`config.mk`:
```
export PLATFORM = sky130hd
export DESIGN_NAME = backscatter_enc
export DESIGN_NICKNAME = d
export VERILOG_FILES = /design/src/rtl/bs_pkg.sv /design/src/rtl/bs_rate_div.sv /design/src/rtl/bs_sym_seq.sv /design/src/rtl/bs_pair_coder.sv /design/src/rtl/backscatter_enc.sv
export SDC_FILE = /design/constraint.sdc
export NUM_CORES = 1
export LEC_CHECK = 0
export ABC_AREA = 1
export BUFFER_PORTS_ARGS = -buffer_cell sky130_fd_sc_hd__buf_2
export CORE_MARGIN = 5
export CORE_UTILIZATION = 44
export DETAILED_ROUTE_END_ITERATION = 7
export PLACE_DENSITY = 0.69
export REMOVE_ABC_BUFFERS = 1
export SYNTH_ARGS = -nofsm -noshare
export SYNTH_HDL_FRONTEND = slang
export SYNTH_SLANG_ARGS = --single-unit
```
`constraint.sdc`:
```
create_clock -name clk -period 1.7 [get_ports clk]
set_clock_uncertainty 0.05 [all_clocks]
set_input_delay 0.255 -clock clk [delete_from_list [all_inputs] [get_ports clk]]
set_output_delay 0.255 -clock clk [all_outputs]
set_load 0.01 [all_outputs]
```
`src/rtl/bs_pkg.sv`:
```
`timescale 1ns/1ps
package bs_pkg;
  typedef enum logic [1:0] {
    SEG_PILOT = 2'd0,
    SEG_PRE   = 2'd1,
    SEG_DATA  = 2'd2,
    SEG_DUMMY = 2'd3
  } seg_t;

  localparam int FM0_PILOT       = 12;
  localparam int MIL_PILOT_SHORT = 4;
  localparam int MIL_PILOT_LONG  = 20;
  localparam int PRE_LEN         = 6;
  // preamble symbols, sent from bit 5 down to bit 0
  localparam logic [5:0] FM0_PRE = 6'b101011;
  localparam logic [5:0] MIL_PRE = 6'b010111;
  // down-counter value at which the FM0 violation symbol is sent
  localparam int FM0_VIOL_POS    = 1;
endpackage

```
`src/rtl/bs_rate_div.sv`:
```
`timescale 1ns/1ps
module bs_rate_div #(
  parameter int DIV_W = 8
) (
  input  logic             clk,
  input  logic             rst_n,
  input  logic             en,
  input  logic             clr,
  input  logic [DIV_W-1:0] div_val,
  output logic             tick
);
  logic [DIV_W-1:0] cnt_q, cnt_d;

  assign tick = en & (cnt_q == div_val);

  always_comb begin
    cnt_d = cnt_q;
    if (clr || tick) cnt_d = '0;
    else if (en)     cnt_d = cnt_q + 1'b1;
  end

  always_ff @(posedge clk or negedge rst_n) begin
    if (!rst_n) cnt_q <= '0;
    else        cnt_q <= cnt_d;
  end
endmodule

```
`src/rtl/bs_sym_seq.sv`:
```
`timescale 1ns/1ps
module bs_sym_seq import bs_pkg::*; #(
  parameter int PAY_W = 16,
  parameter int LEN_W = 5
) (
  input  logic             clk,
  input  logic             rst_n,
  input  logic             load,
  input  logic             adv,
  input  logic             miller_i,
  input  logic             trext_i,
  input  logic [LEN_W-1:0] len_i,
  input  logic [PAY_W-1:0] payload_i,
  input  logic             miller_q,
  output logic             sym_bit,
  output logic             sym_viol,
  output logic             sym_last
);
  localparam int MAXS  = (PAY_W > MIL_PILOT_LONG) ? PAY_W : MIL_PILOT_LONG;
  localparam int CNT_W = $clog2(MAXS + 1);
  localparam int IDX_W = (PAY_W > 1) ? $clog2(PAY_W) : 1;

  seg_t             seg_q, seg_d;
  logic [CNT_W-1:0] cnt_q, cnt_d, pilot_n;
  logic [PAY_W-1:0] pay_q, pay_d;
  logic [LEN_W-1:0] len_q, len_d, len_eff;
  logic [5:0]       pat;

  always_comb begin
    if (miller_i) pilot_n = trext_i ? CNT_W'(MIL_PILOT_LONG) : CNT_W'(MIL_PILOT_SHORT);
    else          pilot_n = trext_i ? CNT_W'(FM0_PILOT) : '0;
    len_eff = (len_i > LEN_W'(PAY_W)) ? LEN_W'(PAY_W) : len_i;
  end

  always_comb begin
    seg_d = seg_q;
    cnt_d = cnt_q;
    pay_d = pay_q;
    len_d = len_q;
    if (load) begin
      pay_d = payload_i;
      len_d = len_eff;
      if (pilot_n != '0) begin
        seg_d = SEG_PILOT;
        cnt_d = pilot_n - 1'b1;
      end else begin
        seg_d = SEG_PRE;
        cnt_d = CNT_W'(PRE_LEN - 1);
      end
    end else if (adv) begin
      case (seg_q)
        SEG_PILOT: begin
          if (cnt_q == '0) begin
            seg_d = SEG_PRE;
            cnt_d = CNT_W'(PRE_LEN - 1);
          end else cnt_d = cnt_q - 1'b1;
        end
        SEG_PRE: begin
          if (cnt_q == '0) begin
            seg_d = (len_q == '0) ? SEG_DUMMY : SEG_DATA;
            cnt_d = CNT_W'(len_q) - 1'b1;
          end else cnt_d = cnt_q - 1'b1;
        end
        SEG_DATA: begin
          if (cnt_q == '0) seg_d = SEG_DUMMY;
          else             cnt_d = cnt_q - 1'b1;
        end
        default: seg_d = SEG_DUMMY;
      endcase
    end
  end

  always_comb begin
    pat      = miller_q ? MIL_PRE : FM0_PRE;
    sym_bit  = 1'b1;
    sym_viol = 1'b0;
    case (seg_q)
      SEG_PILOT: sym_bit = 1'b0;
      SEG_PRE: begin
        sym_bit  = pat[cnt_q[2:0]];
        sym_viol = !miller_q && (cnt_q == CNT_W'(FM0_VIOL_POS));
      end
      SEG_DATA:  sym_bit = pay_q[cnt_q[IDX_W-1:0]];
      default:   sym_bit = 1'b1;
    endcase
    sym_last = (seg_q == SEG_DUMMY);
  end

  always_ff @(posedge clk or negedge rst_n) begin
    if (!rst_n) begin
      seg_q <= SEG_DUMMY;
      cnt_q <= '0;
      pay_q <= '0;
      len_q <= '0;
    end else begin
      seg_q <= seg_d;
      cnt_q <= cnt_d;
      pay_q <= pay_d;
      len_q <= len_d;
    end
  end


  seg_order_chk: assert property (@(posedge clk) disable iff (!rst_n)
    !load |=> (seg_q >= $past(seg_q)));
endmodule

```
`src/rtl/bs_pair_coder.sv`:
```
`timescale 1ns/1ps
module bs_pair_coder (
  input  logic clk,
  input  logic rst_n,
  input  logic load,
  input  logic adv,
  input  logic miller,
  input  logic sym_bit,
  input  logic sym_viol,
  output logic h0,
  output logic h1
);
  logic lvl_q, lvl_d, prev_q, prev_d;

  always_comb begin
    if (miller) begin
      h0 = (!sym_bit && !prev_q) ? !lvl_q : lvl_q;
      h1 = sym_bit ? !h0 : h0;
    end else begin
      h0 = sym_viol ? lvl_q : !lvl_q;
      h1 = sym_bit ? h0 : !h0;
    end
  end

  always_comb begin
    lvl_d  = lvl_q;
    prev_d = prev_q;
    if (load) begin
      lvl_d  = 1'b0;
      prev_d = 1'b1;
    end else if (adv) begin
      lvl_d  = h1;
      prev_d = sym_bit;
    end
  end

  always_ff @(posedge clk or negedge rst_n) begin
    if (!rst_n) begin
      lvl_q  <= 1'b0;
      prev_q <= 1'b1;
    end else begin
      lvl_q  <= lvl_d;
      prev_q <= prev_d;
    end
  end


  fm0_boundary_chk: assert property (@(posedge clk) disable iff (!rst_n)
    (adv && !miller && !load) |=> (sym_viol ? (h0 == $past(h1)) : (h0 != $past(h1))));
endmodule

```
`src/rtl/backscatter_enc.sv`:
```
`timescale 1ns/1ps
module backscatter_enc import bs_pkg::*; #(
  parameter int PAY_W  = 16,
  parameter int DIV_W  = 8,
  parameter int MSEL_W = 2,
  parameter int LEN_W  = $clog2(PAY_W + 1)
) (
  input  logic              clk,
  input  logic              rst_ni,
  input  logic              start_i,
  input  logic              miller_i,
  input  logic [MSEL_W-1:0] msel_i,
  input  logic              trext_i,
  input  logic [DIV_W-1:0]  rate_div_i,
  input  logic [LEN_W-1:0]  len_i,
  input  logic [PAY_W-1:0]  payload_i,
  output logic              tx_o,
  output logic              busy_o,
  output logic              done_o
);
  localparam int K_W = (1 << MSEL_W) - 1;

  logic [1:0]        rsync_q;
  logic              rst_n;
  logic              busy_q, busy_d, done_q, done_d, tx_q, tx_d;
  logic              half_q, half_d;
  logic [K_W-1:0]    k_q, k_d, cph_m1;
  logic              miller_q, miller_d, trext_q, trext_d;
  logic [MSEL_W-1:0] msel_q, msel_d;
  logic [DIV_W-1:0]  div_q, div_d;
  logic              load, tick, k_end, chip_end, sym_adv, finish, chip;
  logic              sym_bit, sym_viol, sym_last, h0, h1;

  always_ff @(posedge clk or negedge rst_ni) begin
    if (!rst_ni) rsync_q <= 2'b00;
    else         rsync_q <= {rsync_q[0], 1'b1};
  end
  assign rst_n = rsync_q[1];

  bs_rate_div #(.DIV_W(DIV_W)) rate_i (
    .clk(clk), .rst_n(rst_n), .en(busy_q), .clr(load),
    .div_val(div_q), .tick(tick)
  );

  bs_sym_seq #(.PAY_W(PAY_W), .LEN_W(LEN_W)) seq_i (
    .clk(clk), .rst_n(rst_n), .load(load), .adv(sym_adv),
    .miller_i(miller_i), .trext_i(trext_i), .len_i(len_i),
    .payload_i(payload_i), .miller_q(miller_q),
    .sym_bit(sym_bit), .sym_viol(sym_viol), .sym_last(sym_last)
  );

  bs_pair_coder coder_i (
    .clk(clk), .rst_n(rst_n), .load(load), .adv(sym_adv),
    .miller(miller_q), .sym_bit(sym_bit), .sym_viol(sym_viol),
    .h0(h0), .h1(h1)
  );

  always_comb begin
    load     = start_i & ~busy_q;
    cph_m1   = miller_q ? ((K_W'(1) << msel_q) - K_W'(1)) : '0;
    k_end    = (k_q == cph_m1);
    chip_end = tick & k_end;
    sym_adv  = chip_end & half_q;
    finish   = sym_adv & sym_last;
    chip     = (half_q ? h1 : h0) ^ (miller_q & k_q[0]);
  end

  always_comb begin
    busy_d   = busy_q;
    half_d   = half_q;
    k_d      = k_q;
    miller_d = miller_q;
    msel_d   = msel_q;
    trext_d  = trext_q;
    div_d    = div_q;
    if (load) begin
      busy_d   = 1'b1;
      half_d   = 1'b0;
      k_d      = '0;
      miller_d = miller_i;
      msel_d   = msel_i;
      trext_d  = trext_i;
      div_d    = rate_div_i;
    end else begin
      if (finish)   busy_d = 1'b0;
      if (tick)     k_d    = k_end ? '0 : k_q + 1'b1;
      if (chip_end) half_d = ~half_q;
    end
    tx_d   = busy_q & chip;
    done_d = finish;
  end

  always_ff @(posedge clk or negedge rst_n) begin
    if (!rst_n) begin
      busy_q   <= 1'b0;
      done_q   <= 1'b0;
      tx_q     <= 1'b0;
      half_q   <= 1'b0;
      k_q      <= '0;
      miller_q <= 1'b0;
      msel_q   <= '0;
      trext_q  <= 1'b0;
      div_q    <= '0;
    end else begin
      busy_q   <= busy_d;
      done_q   <= done_d;
      tx_q     <= tx_d;
      half_q   <= half_d;
      k_q      <= k_d;
      miller_q <= miller_d;
      msel_q   <= msel_d;
      trext_q  <= trext_d;
      div_q    <= div_d;
    end
  end

  assign tx_o   = tx_q;
  assign busy_o = busy_q;
  assign done_o = done_q;


  idle_low_chk: assert property (@(posedge clk) disable iff (!rst_n)
    !busy_q |=> !tx_q);

  done_edge_chk: assert property (@(posedge clk) disable iff (!rst_n)
    done_q |-> (!busy_q && $past(busy_q)));

  done_single_chk: assert property (@(posedge clk) disable iff (!rst_n)
    done_q |=> !done_q);

  cfg_hold_chk: assert property (@(posedge clk) disable iff (!rst_n)
    busy_q |=> ($stable(miller_q) && $stable(msel_q) && $stable(trext_q) && $stable(div_q)));

  chip_range_chk: assert property (@(posedge clk) disable iff (!rst_n)
    busy_q |-> (k_q <= cph_m1));
endmodule

```
-- Word level (Yosys, flattened, before mapping)
Index checks and enable logic that the tools add are counted.
- bits in registers: 58
- bits in latches: 0
- RAM bits: 0
- bits in read-only memories: 0
- input bits: 36
- output and inout bits: 3
- word-level logic and storage cells: 114
- memories kept: 0
- $add $sub $neg: 6
- multiply operators: 0
- divide/modulo/power cells: 0
- order comparisons: 3
- equal/unequal tests: 10
- shifts and indexed selects: 1
- mux-type cells: 47
- bitwise gates (word level): 10
- reductions and logical operators: 21
- operators with widths (operator ; count):
    $mux 5 ; 9
    $mux 1 ; 20
    $mux 8 ; 2
    $pmux 5 s3 ; 1
    $sub 5x1->5 const B ; 3
    $mux 3 ; 4
    $logic_not 5->1 ; 2
    $mux 2 ; 5
    $reduce_bool 2->1 ; 5
    $ne 3x2->1 const B ; 3
    $add 8x1->8 const B ; 1
    $eq 8x8->1 ; 1
    $and 1x1->1 ; 7
    $logic_not 1->1 ; 6
    $mux 6 ; 1
    $pmux 2 s3 ; 1
    $eq 5x1->1 const B ; 1
    $gt 5x5->1 const B ; 1
    $lt 4x5->1 const B ; 1
    $reduce_bool 5->1 ; 1
    $bmux 1 s4 ; 1
    $eq 2x2->1 const B ; 2
    $lt 3x4->1 const B ; 1
    $mux 4 ; 1
    other kinds (16) ; 18

-- Depth between registers and ports, before layout
- word-level depth: 13
- depth in mapped cells: 16

-- Cells and area by module
Synthesis repeated with hierarchy kept, for this count alone.
- cells, all modules: 469
- area, all modules: 3518.4 um2
- modules (own cells, without submodules) (module ; times used ; cells an instance ; area each (um2)):
    bs_sym_seq ; 1 ; 245 ; 1801.7
    backscatter_enc ; 1 ; 107 ; 897.1
    bs_rate_div ; 1 ; 89 ; 639.4
    bs_pair_coder ; 1 ; 28 ; 180.2

-- Least setup slack after synthesis
OpenSTA, ideal clock, no wires.
- kind: register -> register
- from: reg seq_i.seg_q[1]
- to: reg tx_q (netlist: tx_o)
- setup time: 0.119 ns
- data arrival time: 1.666 ns
- data required time: 1.531 ns
- slack: -0.135 ns
- cell stages (with the launch flop): 13
- buffers on the path: 0
- cells stage by stage: dfstp_2 inv_1 ha_1 o21ai_0 nor2_2 nor2_4 nand3_1 nand2_1 nand3_2 nand3_1 nand3_2 a21oi_1 nor2_1
- cells in the longest elaborated chain, start to end: 11
- elaborated cells between the ends (all ways): 18
- ends and longest elaborated chain (item ; line ; source):
    start: declaration ; bs_sym_seq.sv:23 ; seg_t seg_q, seg_d;
    start signal: assignment ; bs_sym_seq.sv:96 ; seg_q <= seg_d;
    $eq 2x2->1 (tied with other cells) ; bs_sym_seq.sv:77 ; case (seg_q)
    $pmux 1 s3 ; bs_sym_seq.sv:77 ;
    $logic_not 1->1 ; bs_pair_coder.sv:17 ; h0 = (!sym_bit && !prev_q) ? !lvl_q : lvl_q;
    $logic_and 1x1->1 ; bs_pair_coder.sv:17 ;
    $mux 1 ; bs_pair_coder.sv:17 ;
    $logic_not 1->1 ; bs_pair_coder.sv:18 ; h1 = sym_bit ? !h0 : h0;
    $mux 1 ; bs_pair_coder.sv:18 ;
    $mux 1 ; bs_pair_coder.sv:16 ; if (miller) begin
    $mux 1 * ; backscatter_enc.sv:65 ; chip = (half_q ? h1 : h0) ^ (miller_q & k_q[0]);
    $xor 1x1->1 * ; backscatter_enc.sv:65 ;
    $and 1x1->1 * ; backscatter_enc.sv:89 ; tx_d = busy_q & chip;
    net tx_d ; backscatter_enc.sv:25 ; logic busy_q, busy_d, done_q, done_d, tx_q, tx_d;
    end signal: assignment ; backscatter_enc.sv:107 ; tx_q <= tx_d;
    end: declaration ; backscatter_enc.sv:25 ;
Mark *: on every way through the listed nets, which the timed path passes. The rest lies on a longest branch.
A chain may end at the register's enable or synchronous reset.

-- Worst setup path in the final report
- from: reg seq_i.cnt_q[0]
- to: reg seq_i.cnt_q[1]
- cells in the longest elaborated chain, start to end: 5
- elaborated cells between the ends (all ways): 10
- ends and longest elaborated chain (item ; line ; source):
    start: declaration ; bs_sym_seq.sv:24 ; logic [CNT_W-1:0] cnt_q, cnt_d, pilot_n;
    start signal: assignment ; bs_sym_seq.sv:97 ; cnt_q <= cnt_d;
    $sub 5x1->5 or $logic_not 5->1 (tied branches) ; - ;
    $mux 5 (on tied branches) ; bs_sym_seq.sv:65, bs_sym_seq.sv:53, bs_sym_seq.sv:59 ;
    $pmux 5 s3 ; bs_sym_seq.sv:51 ; case (seg_q)
    $mux 5 ; bs_sym_seq.sv:50 ; end else if (adv) begin
    $mux 5 ; bs_sym_seq.sv:40 ; if (load) begin
Parallel ways exist; a longest one is shown, timed or not. The select of a mux whose other input is x is not followed.

==> run_results.csv <==
group,metric,value,unit
floorplan,core-area,7250,um^2
finish,nets,571,
run,cap_viol_max_count,0,
routing,dr.pass1.iters,5,
outcome,failed_checks,"setup timing",
finish,area_delta_synth_final,34.9,%
yosys,synth_edf_count,0,
finish,diodes,0,
pwr,ir_worst_vdd,0.478,mV
min_path,min_path_type,"primary input to register",
finish,final_core_util,0.612,
place,place_congestion,0.882,
clock_tree,tritoncts,"built",
routing,wl_per_cell,13.2,um
outcome,outcome,"finished with violations",
sta,slew_violations,0,
routing,dr_total_vias,3126,
floorplan,ioPinCount,39,
sta,period_share,1.12,
routing,wl_met1,3410,um
global_routing,antenna_found_initial,0,
routing,top_layer,"met4",
global_routing,grt_pass1_vias,3065,
critical_path,cp_max_fo,9,
pwr,p_per_area,978,nW/um^2
yosys,syn_area,3290,um^2
critical_path,crit_path_start_kind,"register",
clock_tree,cts_buffers,9,
global_routing,grt_usage,0.190,
yosys,synth.distinct_cells,38,
sta,rsz0062_at_grt,"true",
yosys,syn_avg_cell_area,7.89,um^2
finish,finalNonFillerCells,626,
global_routing,grt_max_degree,29,
floorplan,start_util,0.454,
floorplan,die_y,96.5,um
clock_tree,htreeDepth,3,
yosys,synthCells,417,
sta,fin_crit,1900,ps
place,dp.final_hpwl,5910,um
floorplan,die_w,96.5,um
clock_tree,path_clk_slew,70,ps
routing,routed-wl-met2,4300,um
sta,max_freq,527,MHz
yosys,synth-seq-cells,58,
clock_tree,cts_root_buffer,"clkbuf_8",
routing,viasPerCell,4.99,
sta,fin_ws,-197,ps
clock_tree,clock_latency,350,ps
yosys,seq_area_frac_synth,0.442,
clock_tree,cts_buffer_depth,2,
sta,setup_viol,18,
sta,finalHoldViolations,0,
routing,drtIter0Drc,132,
critical_path,crit_arrival,2090,ps
global_routing,grt-ovfl-total,0,
floorplan,dieArea,9310,um^2
routing,drcViolationCount,0,
yosys,ys_async_sr_fraction,1.00,
place,dpl.cell_count,602,
routing,postRouteAntennaNets,0,
clock_tree,cts.sinks,58,
pwr,power.leakage,2.23,nW
floorplan,rows,31,
critical_path,critPathRequiredTime,1900,ps
sta,hold_slack,55.9,ps
yosys,synth_flop_cell,"dfrtp_1",
yosys,yosys_warnings,0,
finish,drive_gt1_frac,0.366,
critical_path,worst_setup_path_end_kind,"register",
routing,wl,8250,um
place,port_buffers,38,
global_routing,grt_pass1_wl,13600,um
routing,wl_met3,363,um
critical_path,critPathKind,"register to register",
finish,nFillCells,652,
cells in the final DEF (no fill, tap or decap), types with 3 or more instances in the layout:
cell | synthesis | final
nor2_4 | 1 | 4
nand2_1 | 114 | 103
nor3_1 | 7 | 5
a21oi_1 | 7 | 6
o21ai_2 | 2 | 6
nand4_1 | 4 | 4
xor2_1 | 16 | 15
nor2_1 | 30 | 23
buf_2 | 0 | 38
nand2_2 | 3 | 12
dfstp_2 | 3 | 3
ha_1 | 13 | 10
inv_1 | 49 | 41
o21ai_1 | 2 | 6
dfrtp_2 | 0 | 4
o211ai_1 | 3 | 3
buf_4 | 0 | 60
dfrtp_1 | 55 | 51
nand3_2 | 6 | 9
clkbuf_1 | 7 | 3
ha_2 | 0 | 3
nor2_2 | 6 | 10
inv_2 | 7 | 13
nand3_1 | 23 | 19
buf_6 | 2 | 4
clkbuf_8 | 1 | 10
o21ai_0 | 36 | 28
worst max-delay path: stages (launching register included):
cell	delay (ps)
dfrtp_2	460
inv_4	120
ha_1	180
nand3_2	160
buf_4	180
o32ai_1	250
nand2_1	80
o311ai_0	120
nand2_1	100
o21ai_0	100
registers in the layout, indices dropped and copies added (netlist names):
register	flops
k_q	3
rsync_q	2
msel_q	2
seq_i.len_q	5
seq_i.pay_q	16
done_o	1
div_q	8
seq_i.seg_q	2
coder_i.lvl_q	1
seq_i.cnt_q	5
rate_i.cnt_q	8
coder_i.prev_q	1
miller_q	1
half_q	1
busy_o	1
tx_o	1
path summary, 6_finish.rpt:
| path | startpoint | endpoint | slack (ps) | cells after the start |
|---|---|---|---|---|
| max in group asynchronous | rsync_q[1] | seq_i.cnt_q[0] | 890 | 1 |
| min | rate_div_i[4] | div_q[4] | 60 | 3 |
| max reg2reg | seq_i.cnt_q[0] | seq_i.cnt_q[1] | -200 | 9 |
| min in group asynchronous | rsync_q[1] | div_q[2] | 140 | 0 |
| min reg2reg | rsync_q[1] | div_q[2] | 140 | 0 |
| max | seq_i.cnt_q[0] | seq_i.cnt_q[1] | -200 | 9 |
routing by layer:
metal  up-vias  global-route usage
met3        17              0.0434
met1      1496               0.216
met2        69               0.345
met5         -                   0
met4         0              0.0678
li1       1544                   -
cell families after synthesis:
family,count (synthesis),share of synthesized area
AOI/OAI and AO/OA,64,0.114
DFF,58,0.442
buffers and inverters,66,0.0829
other,1,0.00114
and+or+nand+nor,197,0.263
adders and majority gates,13,0.0494
xor gates and xnor gates,18,0.0479
report_power, final:
part	total [W]	leakage [nW]	internal (W)	switching, W
combinational	0.00133	1.47	0.000678	0.000656
sequential	0.00175	0.668	0.00158	0.000167
clock	0.00126	0.0974	0.000714	0.000551
total	0.00434	2.23	0.00297	0.00137
per-stage QoR:
| stage | worst slack (ps) | setup TNS (ps) | instance area, um^2 | total power (W) |
|---|---|---|---|---|
| 6_report | -197 | -1380 | 4440 | 0.00434 |
| 4_1_cts | -157 | -901 | 4300 | 0.00430 |
| 2_1_floorplan | -1710 | -64200 | 3230 | 0.00239 |
| 3_5_place_dp | -187 | -1180 | 4000 | 0.00294 |
| 3_3_place_gp | -133 | -641 | 4000 | 0.00291 |
| 5_1_grt | -310 | -4460 | 4440 | 0.00462 |
repair_timing:
action	in CTS	in global routing
endpoints found under the hold margin	2	0
pin swaps	9	8
buffers inserted	5	2
gates resized for setup	27	40
hold buffers	1	0
endpoints found under the setup margin	16	28
Yosys cell counts (3+ instances only):
cell type / count / share of area
nand2_1: 114 / 0.13
dfrtp_1: 55 / 0.42
inv_1: 49 / 0.056
o21ai_0: 36 / 0.055
nor2_1: 30 / 0.034
nand3_1: 23 / 0.035
xor2_1: 16 / 0.043
ha_1: 13 / 0.049
a21oi_1: 7 / 0.011
clkbuf_1: 7 / 0.0080
inv_2: 7 / 0.0080
nor3_1: 7 / 0.011
nand3_2: 6 / 0.018
nor2_2: 6 / 0.011
nand4_1: 4 / 0.0076
dfstp_2: 3 / 0.024
nand2_2: 3 / 0.0057
o211ai_1: 3 / 0.0068
o22ai_1: 3 / 0.0057
area by class of cell:
type	count	area, um^2	share of cell area
timing repair buffer	104	716	0.161
tap	99	124	0.0279
clock buffer	13	149	0.0335
multi-input combinational	293	1740	0.391
inverter	56	215	0.0485
sequential	58	1460	0.329
clock inverter	3	40.0	0.00901
Note: power is estimated with default switching activity, not from simulation.
